$ cat config.mk
export PLATFORM = sky130hd
export DESIGN_NAME = ptr_ls_agu
export DESIGN_NICKNAME = d
export VERILOG_FILES = /design/src/rtl/plsa_pkg.sv /design/src/rtl/plsa_decode.sv /design/src/rtl/plsa_addr.sv /design/src/rtl/plsa_seq.sv /design/src/rtl/ptr_ls_agu.sv
export SDC_FILE = /design/constraint.sdc
export NUM_CORES = 1
export LEC_CHECK = 0
export ABC_AREA = 0
export BUFFER_PORTS_ARGS = -buffer_cell sky130_fd_sc_hd__buf_2
export CORE_UTILIZATION = 25
export DETAILED_ROUTE_END_ITERATION = 7
export PLACE_DENSITY = 0.42
export SYNTH_ARGS = -nofsm -noshare
export SYNTH_HDL_FRONTEND = slang
export SYNTH_SLANG_ARGS = --single-unit
export TNS_END_PERCENT = 10
$ cat constraint.sdc
create_clock -name clk -period 11.5 [get_ports clk]
set_input_delay 2.3 -clock clk [delete_from_list [all_inputs] [get_ports clk]]
set_output_delay 2.3 -clock clk [all_outputs]
set_load 0.03 [all_outputs]
$ cat src/rtl/plsa_pkg.sv
package plsa_pkg;

  localparam int INSN_W = 16;

  typedef struct packed {
    logic       is_store;
    logic       data_is_ptr;
    logic [2:0] data_idx;
    logic [2:0] off_gpr;
    logic       upd;
    logic       pre;
    logic       use_imm;
    logic [1:0] pair;
  } ls_fields_t;

  typedef enum logic [1:0] {
    S_IDLE = 2'd0,
    S_XFER = 2'd1,
    S_FIN  = 2'd2
  } seq_state_t;

  function automatic logic in_group(input logic [INSN_W-1:0] w);
    return w[15:13] == 3'b011;
  endfunction

  function automatic ls_fields_t split_fields(input logic [INSN_W-1:0] w);
    ls_fields_t f;
    f.is_store    = w[12];
    f.data_is_ptr = w[11];
    f.data_idx    = w[10:8];
    f.off_gpr     = w[7:5];
    f.upd         = w[4];
    f.pre         = w[3];
    f.use_imm     = w[2];
    f.pair        = w[1:0];
    return f;
  endfunction

endpackage

$ cat src/rtl/plsa_decode.sv
module plsa_decode
  import plsa_pkg::*;
(
  input  logic [INSN_W-1:0] instr,
  output ls_fields_t        fields,
  output logic              grp_hit
);

  always_comb begin
    fields  = split_fields(instr);
    grp_hit = in_group(instr);
  end

endmodule

$ cat src/rtl/plsa_addr.sv
module plsa_addr #(
  parameter int ADDR_W = 32,
  parameter int OFF_W  = 16
) (
  input  logic [ADDR_W-1:0] base,
  input  logic [OFF_W-1:0]  imm_off,
  input  logic [OFF_W-1:0]  gpr_off,
  input  logic              use_imm,
  input  logic              pre,
  output logic [ADDR_W-1:0] first_addr,
  output logic [ADDR_W-1:0] wb_value
);

  function automatic logic [ADDR_W-1:0] widen(input logic [OFF_W-1:0] v);
    return {{(ADDR_W-OFF_W){v[OFF_W-1]}}, v};
  endfunction

  function automatic logic [ADDR_W-1:0] offset_sum(input logic [ADDR_W-1:0] b,
                                                   input logic [OFF_W-1:0]  o);
    return b + widen(o);
  endfunction

  logic [OFF_W-1:0]  off_sel;
  logic [ADDR_W-1:0] moved;

  always_comb begin
    off_sel    = use_imm ? imm_off : gpr_off;
    moved      = offset_sum(base, off_sel);
    first_addr = pre ? moved : base;
    wb_value   = moved;
  end

endmodule

$ cat src/rtl/plsa_seq.sv
module plsa_seq
  import plsa_pkg::*;
#(
  parameter int ADDR_W = 32,
  parameter int IDX_W  = 3,
  parameter int PAIR_W = 2,
  parameter int CNT_W  = 5,
  parameter int STEP   = 2
) (
  input  logic              clk,
  input  logic              rst_n,
  input  logic              accept,
  input  logic [ADDR_W-1:0] first_addr,
  input  logic [ADDR_W-1:0] wb_value,
  input  logic              is_store,
  input  logic              data_is_ptr,
  input  logic [IDX_W-1:0]  data_idx,
  input  logic              upd,
  input  logic [PAIR_W-1:0] pair,
  input  logic [CNT_W-1:0]  nwords,
  input  logic              mem_ack,
  output logic              ready,
  output logic              mem_req,
  output logic              mem_we,
  output logic [ADDR_W-1:0] mem_addr,
  output logic              mem_reg_is_ptr,
  output logic [IDX_W-1:0]  mem_reg_idx,
  output logic              done,
  output logic              ptr_wb_en,
  output logic [PAIR_W-1:0] ptr_wb_idx,
  output logic [ADDR_W-1:0] ptr_wb_data,
  output logic              last_word
);

  function automatic logic [ADDR_W-1:0] step_addr(input logic [ADDR_W-1:0] a);
    return a + ADDR_W'(STEP);
  endfunction

  function automatic logic [IDX_W-1:0] step_idx(input logic [IDX_W-1:0] i);
    return i + IDX_W'(1);
  endfunction

  seq_state_t        st;
  logic [ADDR_W-1:0] addr_q;
  logic [ADDR_W-1:0] wbv_q;
  logic [IDX_W-1:0]  idx_q;
  logic [CNT_W-1:0]  cnt_q;
  logic [CNT_W-1:0]  n_q;
  logic              store_q;
  logic              ptr_q;
  logic              upd_q;
  logic [PAIR_W-1:0] pair_q;

  assign last_word = (cnt_q == n_q - CNT_W'(1));

  always_ff @(posedge clk) begin
    if (!rst_n) begin
      st      <= S_IDLE;
      addr_q  <= '0;
      wbv_q   <= '0;
      idx_q   <= '0;
      cnt_q   <= '0;
      n_q     <= '0;
      store_q <= 1'b0;
      ptr_q   <= 1'b0;
      upd_q   <= 1'b0;
      pair_q  <= '0;
    end else begin
      case (st)
        S_IDLE: begin
          if (accept) begin
            st      <= S_XFER;
            addr_q  <= first_addr;
            wbv_q   <= wb_value;
            idx_q   <= data_idx;
            cnt_q   <= '0;
            n_q     <= nwords;
            store_q <= is_store;
            ptr_q   <= data_is_ptr;
            upd_q   <= upd;
            pair_q  <= pair;
          end
        end
        S_XFER: begin
          if (mem_ack) begin
            if (last_word) begin
              st <= S_FIN;
            end else begin
              cnt_q  <= cnt_q + CNT_W'(1);
              addr_q <= step_addr(addr_q);
              idx_q  <= step_idx(idx_q);
            end
          end
        end
        default: st <= S_IDLE;
      endcase
    end
  end

  always_comb begin
    ready          = (st == S_IDLE);
    mem_req        = (st == S_XFER);
    mem_we         = store_q;
    mem_addr       = addr_q;
    mem_reg_is_ptr = ptr_q;
    mem_reg_idx    = idx_q;
    done           = (st == S_FIN);
    ptr_wb_en      = (st == S_FIN) && upd_q;
    ptr_wb_idx     = pair_q;
    ptr_wb_data    = wbv_q;
  end

endmodule

$ cat src/rtl/ptr_ls_agu.sv
module ptr_ls_agu
  import plsa_pkg::*;
#(
  parameter int ADDR_W    = 32,
  parameter int OFF_W     = 16,
  parameter int IDX_W     = 3,
  parameter int PAIR_W    = 2,
  parameter int MAX_WORDS = 16,
  parameter int STEP      = 2
) (
  input  logic              clk,
  input  logic              rst_n,
  input  logic              start,
  input  logic [INSN_W-1:0] instr,
  input  logic [OFF_W-1:0]  ext_word,
  input  logic              pfx_en,
  input  logic [1:0]        pfx_sel,
  output logic              ready,
  output logic [IDX_W-1:0]  gpr_raddr,
  input  logic [OFF_W-1:0]  gpr_rdata,
  output logic [PAIR_W-1:0] ptr_raddr,
  input  logic [ADDR_W-1:0] ptr_rdata,
  output logic              mem_req,
  output logic              mem_we,
  output logic [ADDR_W-1:0] mem_addr,
  output logic              mem_reg_is_ptr,
  output logic [IDX_W-1:0]  mem_reg_idx,
  input  logic              mem_ack,
  output logic              done,
  output logic              ptr_wb_en,
  output logic [PAIR_W-1:0] ptr_wb_idx,
  output logic [ADDR_W-1:0] ptr_wb_data
);

  localparam int CNT_W = $clog2(MAX_WORDS + 1);

  function automatic logic [CNT_W-1:0] block_len(input logic en, input logic [1:0] sel);
    return en ? (CNT_W'(2) << sel) : CNT_W'(1);
  endfunction

  ls_fields_t        fields;
  logic              grp_hit;
  logic              accept;
  logic              last_word;
  logic [ADDR_W-1:0] first_addr;
  logic [ADDR_W-1:0] wb_value;
  logic [CNT_W-1:0]  nwords;

  plsa_decode u_dec (
    .instr   (instr),
    .fields  (fields),
    .grp_hit (grp_hit)
  );

  assign gpr_raddr = fields.off_gpr;
  assign ptr_raddr = fields.pair;
  assign nwords    = block_len(pfx_en, pfx_sel);
  assign accept    = start && ready && grp_hit;

  plsa_addr #(.ADDR_W(ADDR_W), .OFF_W(OFF_W)) u_addr (
    .base       (ptr_rdata),
    .imm_off    (ext_word),
    .gpr_off    (gpr_rdata),
    .use_imm    (fields.use_imm),
    .pre        (fields.pre),
    .first_addr (first_addr),
    .wb_value   (wb_value)
  );

  plsa_seq #(
    .ADDR_W (ADDR_W),
    .IDX_W  (IDX_W),
    .PAIR_W (PAIR_W),
    .CNT_W  (CNT_W),
    .STEP   (STEP)
  ) u_seq (
    .clk            (clk),
    .rst_n          (rst_n),
    .accept         (accept),
    .first_addr     (first_addr),
    .wb_value       (wb_value),
    .is_store       (fields.is_store),
    .data_is_ptr    (fields.data_is_ptr),
    .data_idx       (fields.data_idx),
    .upd            (fields.upd),
    .pair           (fields.pair),
    .nwords         (nwords),
    .mem_ack        (mem_ack),
    .ready          (ready),
    .mem_req        (mem_req),
    .mem_we         (mem_we),
    .mem_addr       (mem_addr),
    .mem_reg_is_ptr (mem_reg_is_ptr),
    .mem_reg_idx    (mem_reg_idx),
    .done           (done),
    .ptr_wb_en      (ptr_wb_en),
    .ptr_wb_idx     (ptr_wb_idx),
    .ptr_wb_data    (ptr_wb_data),
    .last_word      (last_word)
  );

endmodule

==> out/summary.md <==
The flow ran to the end, and the final reports show no timing, DRC or antenna violations. The sequential area share after synthesis came out at 0.272. The post-synthesis to final-layout area growth came out at 21.4%. The type of the most critical hold path was reg -> reg. The share of flip-flops with an asynchronous set or reset was 0; the data arrival time of the critical path was 5830 ps. Final hold violation count: 0.

STA classifies the critical path endpoint as a flip-flop. The overall die area is 25,300 um2, and the static leakage power is 3.21 nW. The unique cell type count in the Yosys netlist was 66; the worst-skew pair later-pin latency was 360 ps. Buffers inserted during clock tree synthesis total 9.

The tools report the via count of the first global-routing pass as 6,161. The detail route stage leaves a number of antenna-violating nets equal to 0. For this block, the initial DRC count from the detailed router was 343. Following the worst setup path forward leads to its endpoint at u_seq.mem_addr[30]$_SDFFE_PN0P_. The layout has 2,702 filler cells.

The core region is 24,200 um2. Setup total negative slack on the finished layout was measured at 0 ps. Mean routed wirelength per cell: 17.8 um.

The layer carrying the most global-route usage is met2. The tools report the met2 global-route usage as 0.294. The initial antenna violation count was 1. The number of instances resized during post-cts repair is 0. Counting along the longest clock path gives a buffer depth of 2. Of all cell types, the one taking the most synthesized area is sky130_fd_sc_hd__dfxtp_1. The logs give 832 for the post-synthesis cell count and 0.178 GHz for the upper clock frequency limit. The share of synthesized cell area in and, or, nand and nor gates was 0.237. The fraction of the mapped netlist area in adder cells works out to 0.0742.

The quantity of hold-fixing buffers added after cts came out at 0. The run gives 0.255 as the initial standard-cell utilization of the core. After clock tree synthesis, the clock-pin slew on the worst setup and hold paths is 70 ps. The run gives 8090 ps as the worst setup slack for register-to-register paths. The time the worst path needs with I/O delays and setup works out to 5620 ps. The design draws 0.000880 W. The count of input and output buffers was 160; the multiplexer area fraction after synthesis was 0.0638. Total global-route track usage: 0.180. After synthesis, the largest family of logic cells by area is compound AO/OA/AOI/OAI gates. The area fraction in compound gates after synthesis was 0.255.

The worst register-to-register path ends at u_seq.mem_addr[17]$_SDFFE_PN0P_. Tracing the worst setup path back leads to its startpoint at instr[2]. The share of Yosys cell area claimed by the top area cell type works out to 0.272. For the worst setup path, the data required time is 11,710 ps. In the synthesized netlist the dominant register cell turns out to be sky130_fd_sc_hd__dfxtp_1. Measured along the x axis, the die boundary spans 159 um. The highest net fanout along the worst path is 16. In the routed design, unresolved DRC markers number 0. The tools report the global-route track usage on met3 as 0.0268. For the global-route wire length before repair, the log shows 35.6 mm. The floorplan step set the die height to 159 um.

The first TritonRoute pass finished after 4 iterations. The sequential cells in the finished layout cover a total of 1680 um2. The transition time at the pin with the least slew margin was 859 ps; the post-detailed-route via-to-cell ratio was 5.01. The XOR/XNOR share of the synthesized area came out at 0.0511. In the final design database the tool counted 1,075 nets.

The detailed router placed 6,427 vias in this run. Across the run, the number of max-cap violations was 0. The number of failing setup endpoints in the final timing report is 0, and the post-CTS setup-driven buffer insertion count is 0. The synthesized design contains 0 enable-type register cells. The tools report the count of clock tree sinks as 84. The number of nets in the synthesized netlist was 955. VDD sags by at most 0.0526 mV. The row count is 57, and the synthesis warning total is 0. The tree is rooted in a sky130_fd_sc_hd__clkbuf_16. Setup repair after global routing left no endpoint under its margin.

For the largest clock skew in the final design, the log shows 8.52 ps. In this run the cell area of the synthesized design comes to 6170 um2. For the number of max-slew violations in the final report, the log shows 0.

The mean post-synth cell area is 7.42 um2. The run gives 0.426 as the remaining max-slew budget at the tightest pin. The critical path launch point type is a primary input. Met1 global-route usage: 0.248. The start of the worst register-to-register path is u_seq.st[0]$_SDFFE_PN0P_. The portion of the clock cycle consumed by the worst path in the final layout is 0.488.

Power spread over the standard cell area amounts to 117 nW/um2. The synthesized design contains 84 register bits. Wires add up to 22.8 mm.

The fraction of final layout cells sized beyond drive strength 1 is 0.222. Sorting the synthesized cells by area gives the leading types as sky130_fd_sc_hd__dfxtp_1 27%, sky130_fd_sc_hd__a21oi_1 8.7%, sky130_fd_sc_hd__ha_1 7.1%, sky130_fd_sc_hd__nand2_1 6.4%, sky130_fd_sc_hd__nor2_1 5.2%. The setup path with the least slack is of type in -> reg.

TritonCTS built the clock tree. For the global placement routability congestion, the log shows 0.830. Pin count of the biggest net entering global routing: 52.

Summing all multi-input logic gate instances after layout gives 4210 um2. Pin placement for this block handled 167 I/O pins. The H-tree was split into 3 levels. The HPWL after detailed placement is 16.4 mm. For the final global-route overflow total, the log shows 0.

The cell depth of the worst flop-to-flop path came out at 9.
[report_power, final]
part / total, W / internal [W] / switching [W]
Sequential: 0.000311 / 0.000301 / 0.0000102
Clock: 0.000309 / 0.000175 / 0.000134
Combinational: 0.000260 / 0.0000978 / 0.000162
Total: 0.000880 / 0.000574 / 0.000306
[cells in the final DEF (no fill, tap or decap), types with 8 or more instances in the layout]
master and count:
sky130_fd_sc_hd__a21oi_1 107, sky130_fd_sc_hd__nand2_1 105, sky130_fd_sc_hd__xor2_1 15, sky130_fd_sc_hd__mux2_2 19, sky130_fd_sc_hd__nand3_1 26, sky130_fd_sc_hd__nor2_1 84, sky130_fd_sc_hd__and3_1 9, sky130_fd_sc_hd__and2_1 8
sky130_fd_sc_hd__o21ai_0 43, sky130_fd_sc_hd__a31oi_1 14, sky130_fd_sc_hd__a211oi_1 12, sky130_fd_sc_hd__buf_2 160, sky130_fd_sc_hd__mux2i_1 18, sky130_fd_sc_hd__a21o_1 16, sky130_fd_sc_hd__nor3_1 22, sky130_fd_sc_hd__clkbuf_16 9
sky130_fd_sc_hd__ha_1 35, sky130_fd_sc_hd__o21bai_1 10, sky130_fd_sc_hd__dfxtp_1 84, sky130_fd_sc_hd__inv_1 11, sky130_fd_sc_hd__nand4_1 15, sky130_fd_sc_hd__xnor2_1 21
[flip-flops by register name, indices dropped and copies added (netlist names), 2 cells and up]
signal             cells
u_seq.ptr_wb_idx       2
u_seq.n_q              5
u_seq.st               2
u_seq.mem_reg_idx      3
u_seq.ptr_wb_data     32
u_seq.cnt_q            5
u_seq.mem_addr        32
[cells by family after synthesis]
| kind of cell | Yosys count |
|---|---|
| buf+inv | 71 |
| mux | 37 |
| fa+ha+maj | 36 |
| xor+xnor | 36 |
| flops | 84 |
| simple gates | 309 |
| compound gates | 259 |
[cells in the mapped netlist, drive strengths merged, types with 3 or more instances]
cell type  count
a211oi        12
a21boi         4
a21o          16
a21oi        107
a22oi          5
a311oi         3
a31oi         14
and2           9
and3           9
buf           12
clkbuf        46
dfxtp         84
ha            35
inv           12
mux2          19
mux2i         18
nand2        106
nand2b         3
nand3         26
nand3b         3
nand4         16
nor2          86
nor2b          6
nor3          23
nor4           5
o211a          3
o211ai         7
o21a           3
o21ai         49
o21bai        10
o221ai         7
o22ai          5
or3            3
or4            3
xnor2         21
xor2          15
[layer usage]
layer / wire (um) / vias to the layer above
met5: 0 / -
met4: 234 / 0
met3: 851 / 12
met2: 10400 / 148
met1: 11400 / 3016
li1: - / 3251
[critical path, cell delays in order]
cell and delay (ps):
sky130_fd_sc_hd__buf_2 360, sky130_fd_sc_hd__mux2_2 390, sky130_fd_sc_hd__ha_1 220, sky130_fd_sc_hd__fa_1 410, sky130_fd_sc_hd__a21o_1 200, sky130_fd_sc_hd__a31oi_1 350
sky130_fd_sc_hd__nor4_1 190, sky130_fd_sc_hd__o2111ai_1 240, sky130_fd_sc_hd__o211ai_1 240, sky130_fd_sc_hd__a41o_1 320, sky130_fd_sc_hd__or4_1 430, sky130_fd_sc_hd__nand3_1 100
sky130_fd_sc_hd__a21oi_1 70
[stage by stage]
step	cells	setup WS, ps	hold slack [ps]	cell area [um2]	util
2_1_floorplan	832	6050	427	6170	-
3_3_place_gp	1265	5550	437	7200	0.297
3_5_place_dp	1265	5530	441	7200	0.297
4_1_cts	1281	5890	450	7490	0.309
5_1_grt	1282	5670	468	7490	0.309
6_report	1282	5880	446	7490	0.309
[worst min-delay path by stage]
| stage | start | to | slack [ps] | cells past startpoint |
|---|---|---|---|---|
| after floorplan | u_seq.upd_q$_SDFFE_PN0P_ | u_seq.upd_q$_SDFFE_PN0P_ | 430 | 2 |
| after global placement | u_seq.mem_we$_SDFFE_PN0P_ | u_seq.mem_we$_SDFFE_PN0P_ | 440 | 2 |
| after detailed placement | u_seq.upd_q$_SDFFE_PN0P_ | u_seq.upd_q$_SDFFE_PN0P_ | 440 | 2 |
| after CTS | u_seq.upd_q$_SDFFE_PN0P_ | u_seq.upd_q$_SDFFE_PN0P_ | 450 | 2 |
| after global routing | u_seq.ptr_wb_data[1]$_SDFFE_PN0P_ | u_seq.ptr_wb_data[1]$_SDFFE_PN0P_ | 470 | 2 |
| final | u_seq.ptr_wb_data[1]$_SDFFE_PN0P_ | u_seq.ptr_wb_data[1]$_SDFFE_PN0P_ | 450 | 2 |
[cell type report]
type,count,area share
antenna,1,0.000334
inverter,13,0.00651
timing repair buffer,167,0.114
clock buffer,13,0.0334
clock inverter,3,0.00618
tap,324,0.0541
multi-input combinational,677,0.561
sequential,84,0.224
Power figures use the tool's default switching activity.
